===== config.mk =====
export PLATFORM = sky130hd
export DESIGN_NAME = regfifo
export DESIGN_NICKNAME = d
export VERILOG_FILES = /design/src/rtl/regfifo.sv
export SDC_FILE = /design/constraint.sdc
export NUM_CORES = 1
export LEC_CHECK = 0
export BUFFER_PORTS_ARGS = -buffer_cell sky130_fd_sc_hd__buf_2
export CELL_PAD_IN_SITES_DETAIL_PLACEMENT = 0
export CELL_PAD_IN_SITES_GLOBAL_PLACEMENT = 1
export CORE_ASPECT_RATIO = 1.5
export CORE_MARGIN = 4
export CORE_UTILIZATION = 44
export DETAILED_ROUTE_END_ITERATION = 10
export GPL_TIMING_DRIVEN = 1
export PLACE_DENSITY = 0.86
export SLEW_MARGIN = 20
export SYNTH_ARGS = -nofsm -noshare
export SYNTH_HDL_FRONTEND = slang
export SYNTH_SLANG_ARGS = --single-unit

===== constraint.sdc =====
create_clock -name clk -period 2.3 [get_ports clk]
set_input_delay 0.23 -clock clk [delete_from_list [all_inputs] [get_ports clk]]
set_output_delay 0.23 -clock clk [all_outputs]
set_load 0.02 [all_outputs]

===== src/rtl/regfifo.sv =====
module regfifo #(
  parameter int WIDTH = 8,
  parameter int DEPTH = 4
) (
  input  logic             clk,
  input  logic             rst,
  input  logic [WIDTH-1:0] din,
  input  logic             we,
  output logic             writable,
  output logic [WIDTH-1:0] dout,
  input  logic             re,
  output logic             readable,
  output logic [$clog2(DEPTH+1)-1:0] level
);
  localparam int IDEPTH = DEPTH - 1;
  localparam int PW = (IDEPTH > 1) ? $clog2(IDEPTH) : 1;
  localparam int CW = $clog2(IDEPTH + 1);
  localparam int LW = $clog2(DEPTH + 1);

  logic [WIDTH-1:0] mem [IDEPTH];
  logic [PW-1:0] wptr, rptr;
  logic [CW-1:0] icnt;
  logic          ovalid;
  logic          ipush, opop, oload;

  function automatic logic [PW-1:0] bump(input logic [PW-1:0] p);
    return (p == PW'(IDEPTH - 1)) ? '0 : p + 1'b1;
  endfunction

  assign level    = LW'(icnt) + LW'(ovalid);
  assign writable = (level != LW'(DEPTH));
  assign readable = ovalid;
  assign ipush    = we && writable;
  assign opop     = re && ovalid;
  assign oload    = (icnt != '0) && (!ovalid || opop);

  always_ff @(posedge clk)
    if (ipush) mem[wptr] <= din;

  always_ff @(posedge clk) begin
    if (rst) begin
      wptr   <= '0;
      rptr   <= '0;
      icnt   <= '0;
      ovalid <= 1'b0;
      dout   <= '0;
    end else begin
      if (ipush) wptr <= bump(wptr);
      if (oload) begin
        rptr <= bump(rptr);
        dout <= mem[rptr];
      end
      icnt   <= icnt + CW'(ipush) - CW'(oload);
      ovalid <= oload || (ovalid && !opop);
    end
  end
endmodule



## After elaboration in Yosys (flattened, before gate mapping)

Memory sizes are Yosys's and may differ from the RTL's. A register that Yosys moved wholly into a read port is not among the register bits.
Cells that the tools add are included.

| word-level totals | value |
|---|---|
| flip-flop bits (word level) | 7 |
| bits in writable memories | 24 |
| input port bits | 12 |
| output and inout bits | 13 |
| memories kept | 1 |

Memory list:

| name | words | width | rd ports | clocked after Yosys merged registers in | write ports | line | RTL |
|---|---|---|---|---|---|---|---|
| mem | 3 | 8 | 1 | 1 | 1 | 20 | `logic [WIDTH-1:0] mem [IDEPTH];` |

| cells by class | value |
|---|---|
| add/subtract/negate cells | 5 |
| equal/unequal tests | 3 |
| muxes and demuxes | 4 |
| reduce and logical (&&, ||, !) cells | 9 |

Operators with widths:

| operator | count |
|---|---|
| 2-bit by 1-bit adder with 2-bit output, second input constant | 2 |
| 2-bit equality test, second input constant | 2 |
| 1-bit logical AND | 4 |
| 2-bit 2-to-1 mux | 2 |
| 2-bit by 1-bit adder with 3-bit output | 1 |
| 3-bit inequality test, second input constant | 1 |
| 2-bit by 1-bit adder with 2-bit output | 1 |
| 1-bit zero test | 2 |
| 1-bit logical OR | 2 |
| 1-bit 2-to-1 mux | 2 |
| 2-bit nonzero test | 1 |
| 2-bit by 1-bit subtractor with 2-bit output | 1 |

## Logic depth before layout (Yosys ltp)

Gate-level depths: netlist (run 1).

| logic depth | value |
|---|---|
| depth in word-level cells | 5 |
| gate-level depth with buffers | 10 |
| depth with buffers taken out | 10 |

## Worst setup path before layout (run 1)

OpenSTA, ideal clock, no wires.

| timing | value |
|---|---|
| path kind | reg2reg |
| from | register ovalid, in the netlist readable |
| to | register icnt[1] |
| arrival | 2406 ps |
| required time | 2168 ps |
| setup slack | -238 ps |
| cell stages (with the launch flop) | 11 |
| buffers on the path | 0 |
| clock period less this slack | 2538 ps |
| cell sequence | dfxtp_1 -> ha_1 -> ha_1 -> or3b_1 -> nand2_2 -> ha_1 -> inv_1 -> ha_1 -> xor2_1 -> and2_1 -> nor3_1 |

| between the ends | value |
|---|---|
| longest elaborated chain between the ends | 5 |

RTL lines:

| what | line | RTL |
|---|---|---|
| from (decl) | 23 | `logic ovalid;` |
| from (signal assigned) | 54 | `ovalid <= oload \|\| (ovalid && !opop);` |
| 2-bit by 1-bit adder with 3-bit output | 30 | `assign level = LW'(icnt) + LW'(ovalid);` |
| named net level[1] | 13 | `output logic [$clog2(DEPTH+1)-1:0] level` |
| 3-bit inequality test | 31 | `assign writable = (level != LW'(DEPTH));` |
| named net writable | 9 | `output logic writable,` |
| 1-bit logical AND | 33 | `assign ipush = we && writable;` |
| 2-bit by 1-bit adder with 2-bit output | 53 | `icnt <= icnt + CW'(ipush) - CW'(oload);` |
| 2-bit by 1-bit subtractor with 2-bit output | 53 |  |
| to (signal assigned) | 53 |  |
| to (decl) | 22 | `logic [CW-1:0] icnt;` |

The timed path passes the listed nets, and every way through them passes these cells.
A chain may end at the register's enable or synchronous reset.

## Final worst setup path (run 1)

| timing | value |
|---|---|
| from | register icnt[0] |
| to | register icnt[1] |

| between the ends | value |
|---|---|
| longest elaborated chain between the ends | 5 |

RTL lines:

| what | line |
|---|---|
| 2-bit by 1-bit adder with 3-bit output | 30 |
| 3-bit inequality test | 31 |
| 1-bit logical AND | 33 |
| 2-bit by 1-bit adder with 2-bit output | 53 |
| 2-bit by 1-bit subtractor with 2-bit output * | 53 |

Mark *: on every way between the ends. The rest lies on a longest branch, timed or not.

==> qor.yml, run 1 <==
yosys.area.top_type_share: 0.440
pre_cts_slack_ps: 4.27
synth.largest_area_cell: "edfxtp_1"
syn_inst: 127
clk_pin_slew_ps: 70
drv_cap: 0
clk_latency_ps: 280
critPathKind: "flip-flop to flip-flop"
die_w_um: 57.8
drive_gt1_frac: 0.327
coreArea_um2: 3480
hpwl_um: 2090
synth_area_leaders: "edfxtp_1 44%, dfxtp_1 18%, nor2b_1 6.1%"
p_total_mw: 2.35
wl_um: 2820
ir_worst_vdd_mv: 0.651
grt_pass1_wl_um: 4540
drcViolationCount: 0
start_util: 0.471
final_area_um2: 1990
synth-simple-area-share: 0.179
reg2reg_slack_ps: 80
synth_area_um2: 1640
startpoint: "icnt[0]"
cts_sinks: 39
synth_fp_nets: 143
die-area_um2: 4780
drtIter0Drc: 32
muxShareOfSynthArea: 0.0130
nFillCells: 277
setup_viol: 0
gp_congestion: 0.761
numCtsBuffers: 5
final_cell_mix: "24 x buf_2, 24 x edfxtp_1, 16 x nor2b_1"
crit_arrival_ps: 2380
post_synth_xor_area_fraction: 0.00535
ctsHoldBuffers: 0
cts_tree: "done"
synth_compound_area_frac: 0.0947
fp-row-count: 26
worst_pin_slew_ps: 660
vias: 1056
finalHoldViolations: 0
seqPwrFrac: 0.421
p_sw_mw: 0.728
min_period_ps: 2220
worstPathMaxFanout: 3
synthAdderAreaFrac: 0.0306
cts-root-buf: "clkbuf_8"
antenna_cells: 0
grt_overflow_total: 0
layout_setup_ws_ps: 76.8
synth_top_family_by_area: "simple AND/OR/NAND/NOR gates"
leakage_nw: 0.741
switching_share: 0.309
reg2reg_depth: 11
period_share: 0.967
p_int_mw: 1.63
hold_ws_ps: 150
portBuffers: 24
grt_max_degree: 26
avgSynthCellArea_um2: 12.9
pin_count: 25
max_freq_mhz: 450
status: "finished clean"
seq_area_um2: 1020
grt.total_usage: 0.128
end_kind: "flip-flop"
timing.rr.start: "icnt[0]"
skew_ps: 1.28
startpoint_type: "flip-flop"
p_clk_frac: 0.276
powerDensity_nw_per_um2: 1180
drtPass1Iterations: 4
yosysUniqueCellTypes: 27
multi_input_area_um2: 566
clockBufferDepth: 2
die_h_um: 82.7
seq_area_frac_synth: 0.623
vias_per_cell: 5.25
synth-seq-cells: 39
areaGrowthSynthToFinish_pct: 21.4
cp.required_ps: 2460
antenna_left: 0
fin_nets: 174
wire_per_inst_um: 14.0
htreeDepth: 2
placed_area_um2: 1820
slew_viol_final: 0
maxSlewHeadroom: 0.558
endpoint: "icnt[1]"
r2r_end: "icnt[1]"
antenna_found_initial: 0
hp-class: "input port to flip-flop"
p_comb_frac: 0.303
grt_pass1_vias: 995
ys_warn_count: 0
[state kept, by name (all words and copies together), names as in the netlist]
signal    cells
dout          8
icnt          2
mem          24
readable      1
rptr          2
wptr          2
[routing by layer]
metal / GRT usage / wire (µm) / vias to the layer above / share of wire
li1: - / - / 532 / -
met5: 0 / 0 / - / 0
met4: 0.0673 / 40 / 0 / 0.014
met3: 0.0389 / 151 / 5 / 0.053
met2: 0.231 / 1520 / 21 / 0.54
met1: 0.130 / 1110 / 498 / 0.39
[through the flow]
step | instances | utilization | setup TNS (ps)
floorplan | 127 | - | 0
global placement | 192 | 0.523 | 0
detailed placement | 192 | 0.523 | 0
CTS | 200 | 0.561 | 0
global route | 201 | 0.571 | -8.25
finish | 201 | 0.571 | 0
[Yosys cell counts (all sizes together)]
| library cell | n |
|---|---|
| edfxtp | 24 |
| nor2b | 19 |
| dfxtp | 15 |
| inv | 9 |
| or4 | 9 |
| a211oi | 8 |
| o32ai | 8 |
| buf | 6 |
| ha | 4 |
| a21oi | 3 |
| nor2 | 3 |
| nor3 | 3 |
| clkbuf | 2 |
| nand2b | 2 |
| nor3b | 2 |
| o21ai | 2 |
| or3b | 2 |
| and2 | 1 |
| mux2 | 1 |
| mux2i | 1 |
| nand2 | 1 |
| or4b | 1 |
| xor2 | 1 |
[power by group through the flow]
| stage | Combinational [mW] | Clock [mW] | Sequential, mW |
|---|---|---|---|
| after global placement | 0.678 | 0 | 0.990 |
| after detailed placement | 0.697 | 0 | 1.00 |
| after CTS | 0.700 | 0.667 | 0.990 |
| after floorplan | 0.474 | 0 | 1.02 |
| final | 0.713 | 0.649 | 0.991 |
| after global routing | 0.783 | 0.692 | 1.01 |
[critical path, stage by stage, from the launching register on]
cell and delay [ps]:
dfxtp_2 350, ha_2 190, ha_4 200, or3b_4 410, nand2_4 70, buf_4 100, ha_1 210, inv_1 60
ha_2 180, xor2_2 150, and2_1 140, nor3_1 40
[worst min-delay path by stage]
stage,from,to,depth (start not counted)
2_1_floorplan,din[0],mem[0][0],0
3_3_place_gp,din[7],mem[2][7],1
3_5_place_dp,din[7],mem[0][7],1
4_1_cts,din[5],mem[2][5],1
5_1_grt,din[7],mem[2][7],1
6_report,din[7],mem[2][7],1
[area by class of cell]
| cell class | count | area share |
|---|---|---|
| Sequential cell | 39 | 0.515 |
| Multi-Input combinational cell | 71 | 0.284 |
| Timing Repair Buffer | 32 | 0.0906 |
| Clock buffer | 6 | 0.0365 |
| Clock inverter | 2 | 0.0302 |
| Tap cell | 42 | 0.0264 |
| Inverter | 9 | 0.0170 |
[repair_timing]
item	in CTS	in global routing
resized for setup	1	4
pin swaps	0	5
buffers inserted	0	1
endpoints found under the setup margin	1	1
[logic make-up (layout without fill, tap and decap cells)]
kind of cell,count (synthesis),count (layout)
DFF,39,39
xor gates and xnor gates,1,1
AOI/OAI and AO/OA,21,21
muxes,2,2
buffers and inverters,17,49
adders and majority gates,4,4
and+or+nand+nor,43,43
No activity file was read; power rests on OpenSTA's default activity.
==> run 2, diff against run 1 <==
- CELL_PAD_IN_SITES_GLOBAL_PLACEMENT: 1 -> 2
- CORE_UTILIZATION: 44 -> 37
==> run 2 against run 1 <==
Final cell count up 1.0%. Combinational power down 2%. Hold slack worse by 14 ps. Fmax increased by 1.7%. Sequential share of layout area rose by 0.76 points. Global-route usage fell by 1.8 points. Sequential cell count is the same. First-iteration DRC count shrank 53%. Critical path type unchanged.
==> qor.yml, run 2 (same netlist as run 1, synthesis figures left out) <==
worstPathMaxFanout: 6  # +3
seqPwrFrac: 0.418  # -0.003
fp-row-count: 29  # +12%
clk_latency_ps: 290  # about the same
start_util: 0.386  # -0.0847
placed_area_um2: 1820  # +0.28%
hold_ws_ps: 136  # -13.8 ps
critPathKind: "flip-flop to flip-flop"
grt_max_degree: 26  # unchanged
grt_overflow_total: 0  # unchanged
largest_reg_flops: 24  # unchanged
reg2reg_depth: 10  # -1
path_cells: "ha_1, ha_2, or3b_4, nand2_4, ha_1, inv_1, ha_1, xor2_1, and2_1, nor3_1"
drcViolationCount: 0  # unchanged
skew_ps: 9.41  # +8.14 ps
ir_worst_vdd_mv: 0.690  # +6.1%
clk_pin_slew_ps: 80  # about the same
die-area_um2: 5580  # +17%
switching_share: 0.314  # +0.00502
wl_um: 2840  # +0.53%
largestRegisters: "mem: 24 flops, dout: 8 flops"
clockBufferDepth: 2  # unchanged
vias: 1037  # -1.8%
worst_pin_slew_ps: 645  # -14.3 ps
grt.total_usage: 0.109  # -0.0184
drtIter0Drc: 15  # -53%
worst_path_max_delay_cell: "or3b_4"
leakage_nw: 0.734  # -0.97%
period_share: 0.950  # -0.0164
top_register: "mem"
coreArea_um2: 4250  # +22%
fin_cells: 203  # +1.0%
rsz0062_at_grt: "false"
setup_viol: 0  # unchanged
drtPass1Iterations: 3  # -1
areaGrowthSynthToFinish_pct: 19.6
maxSlewHeadroom: 0.568  # +0.00960
max_freq_mhz: 458  # +1.7%
portBuffers: 24  # unchanged
p_int_mw: 1.61  # -0.67%
gp_congestion: 0.711  # -6.5%
cts_sinks: 39  # unchanged
antenna_cells: 0  # unchanged
die_h_um: 89.5  # +8.2%
pin_count: 25  # unchanged
p_comb_frac: 0.297  # -0.006
crit_cells: 10  # -1
grt_pass1_wl_um: 4730  # +4.3%
layout_setup_ws_ps: 115  # +37.7 ps
dp_cells: 196  # +2.1%
p_clk_frac: 0.285  # +0.009
min_path_cells: 1  # unchanged
wire_per_inst_um: 14.0  # -0.46%
vias_per_cell: 5.11  # -2.8%
crit_family: "adder cells"
drive_gt1_frac: 0.306  # -0.0213
grt_pass1_vias: 1006  # +1.1%
crit_top_cell: "ha_1"
final_area_um2: 1960  # -1.4%
finalHoldViolations: 0  # unchanged
pre_cts_slack_ps: -0.853  # -5.13 ps
powerDensity_nw_per_um2: 1200  # +1.5%
cp.required_ps: 2460  # about the same
hpwl_um: 2120  # +1.3%
hp-class: "input port to flip-flop"
slowest_delay_ps: 390  # -20 ps
min_period_ps: 2190  # -37.7 ps
p_sw_mw: 0.740  # +1.7%
htreeDepth: 2  # unchanged
final_cell_mix: "24 x buf_2, 24 x edfxtp_1, 16 x nor2b_1"
post_cts_buffers: 0  # unchanged
startpoint_type: "flip-flop"
cts-root-buf: "clkbuf_8"
antenna_left: 0  # unchanged
ctsHoldBuffers: 0  # unchanged
antenna_found_initial: 0  # unchanged
die_w_um: 62.3  # +7.8%
worst-path-buf-inv: 1  # -1
cts_tree: "done"
end_kind: "flip-flop"
numCtsBuffers: 5  # unchanged
crit_arrival_ps: 2350  # -30 ps
slew_viol_final: 0  # unchanged
fin_nets: 172  # -1.1%
status: "finished clean"
drv_cap: 0  # unchanged
-- run 2: power by group through the flow --
| stage | Combinational [mW] | Clock [mW] | Sequential, mW |
|---|---|---|---|
| floorplan | 0.474 | 0 | 1.02 |
| global placement | 0.700 | 0 | 0.991 |
| detailed placement | 0.713 | 0 | 1.00 |
| CTS | 0.716 | 0.682 | 0.989 |
| global route | 0.780 | 0.713 | 1.01 |
| finish | 0.700 | 0.671 | 0.984 |
-- run 2: worst paths after layout --
kind / startpoint / end / slack, ps
max reg2reg: readable / icnt[1] / 110
max: readable / icnt[1] / 110
min reg2reg: dout[0] / dout[0] / 470
min: din[2] / mem[2][2] / 140
-- run 2: cell type report --
type,instances,area [µm²]
Timing Repair Buffer,30,165
Sequential cell,39,1020
Clock inverter,3,67.6
Inverter,9,33.8
Fill cell,395,2290
Clock buffer,5,68.8
Tap cell,46,57.6
Multi-Input combinational cell,71,543
-- run 2: metrics by stage --
stage / setup TNS, ps / total power, mW / util
floorplan: 0 / 1.50 / -
global placement: 0 / 1.69 / 0.430
detailed placement: -4.13 / 1.71 / 0.430
CTS: 0 / 2.39 / 0.463
global route: 0 / 2.50 / 0.462
finish: 0 / 2.35 / 0.462
-- run 2: metal layers --
| layer | wire length [µm] | global-route usage |
|---|---|---|
| met1 | 1150 | 0.109 |
| met2 | 1510 | 0.207 |
| met3 | 135 | 0.0327 |
| met4 | 42 | 0.0521 |
| met5 | 0 | 0 |
-- run 2: repair_timing --
item | 4_1_cts | 5_1_grt
gates cloned | 0 | 0
pin swaps | 0 | 2
setup endpoints to repair | 8 | 1
resized for setup | 2 | 0
endpoints found under the hold margin | 0 | 0
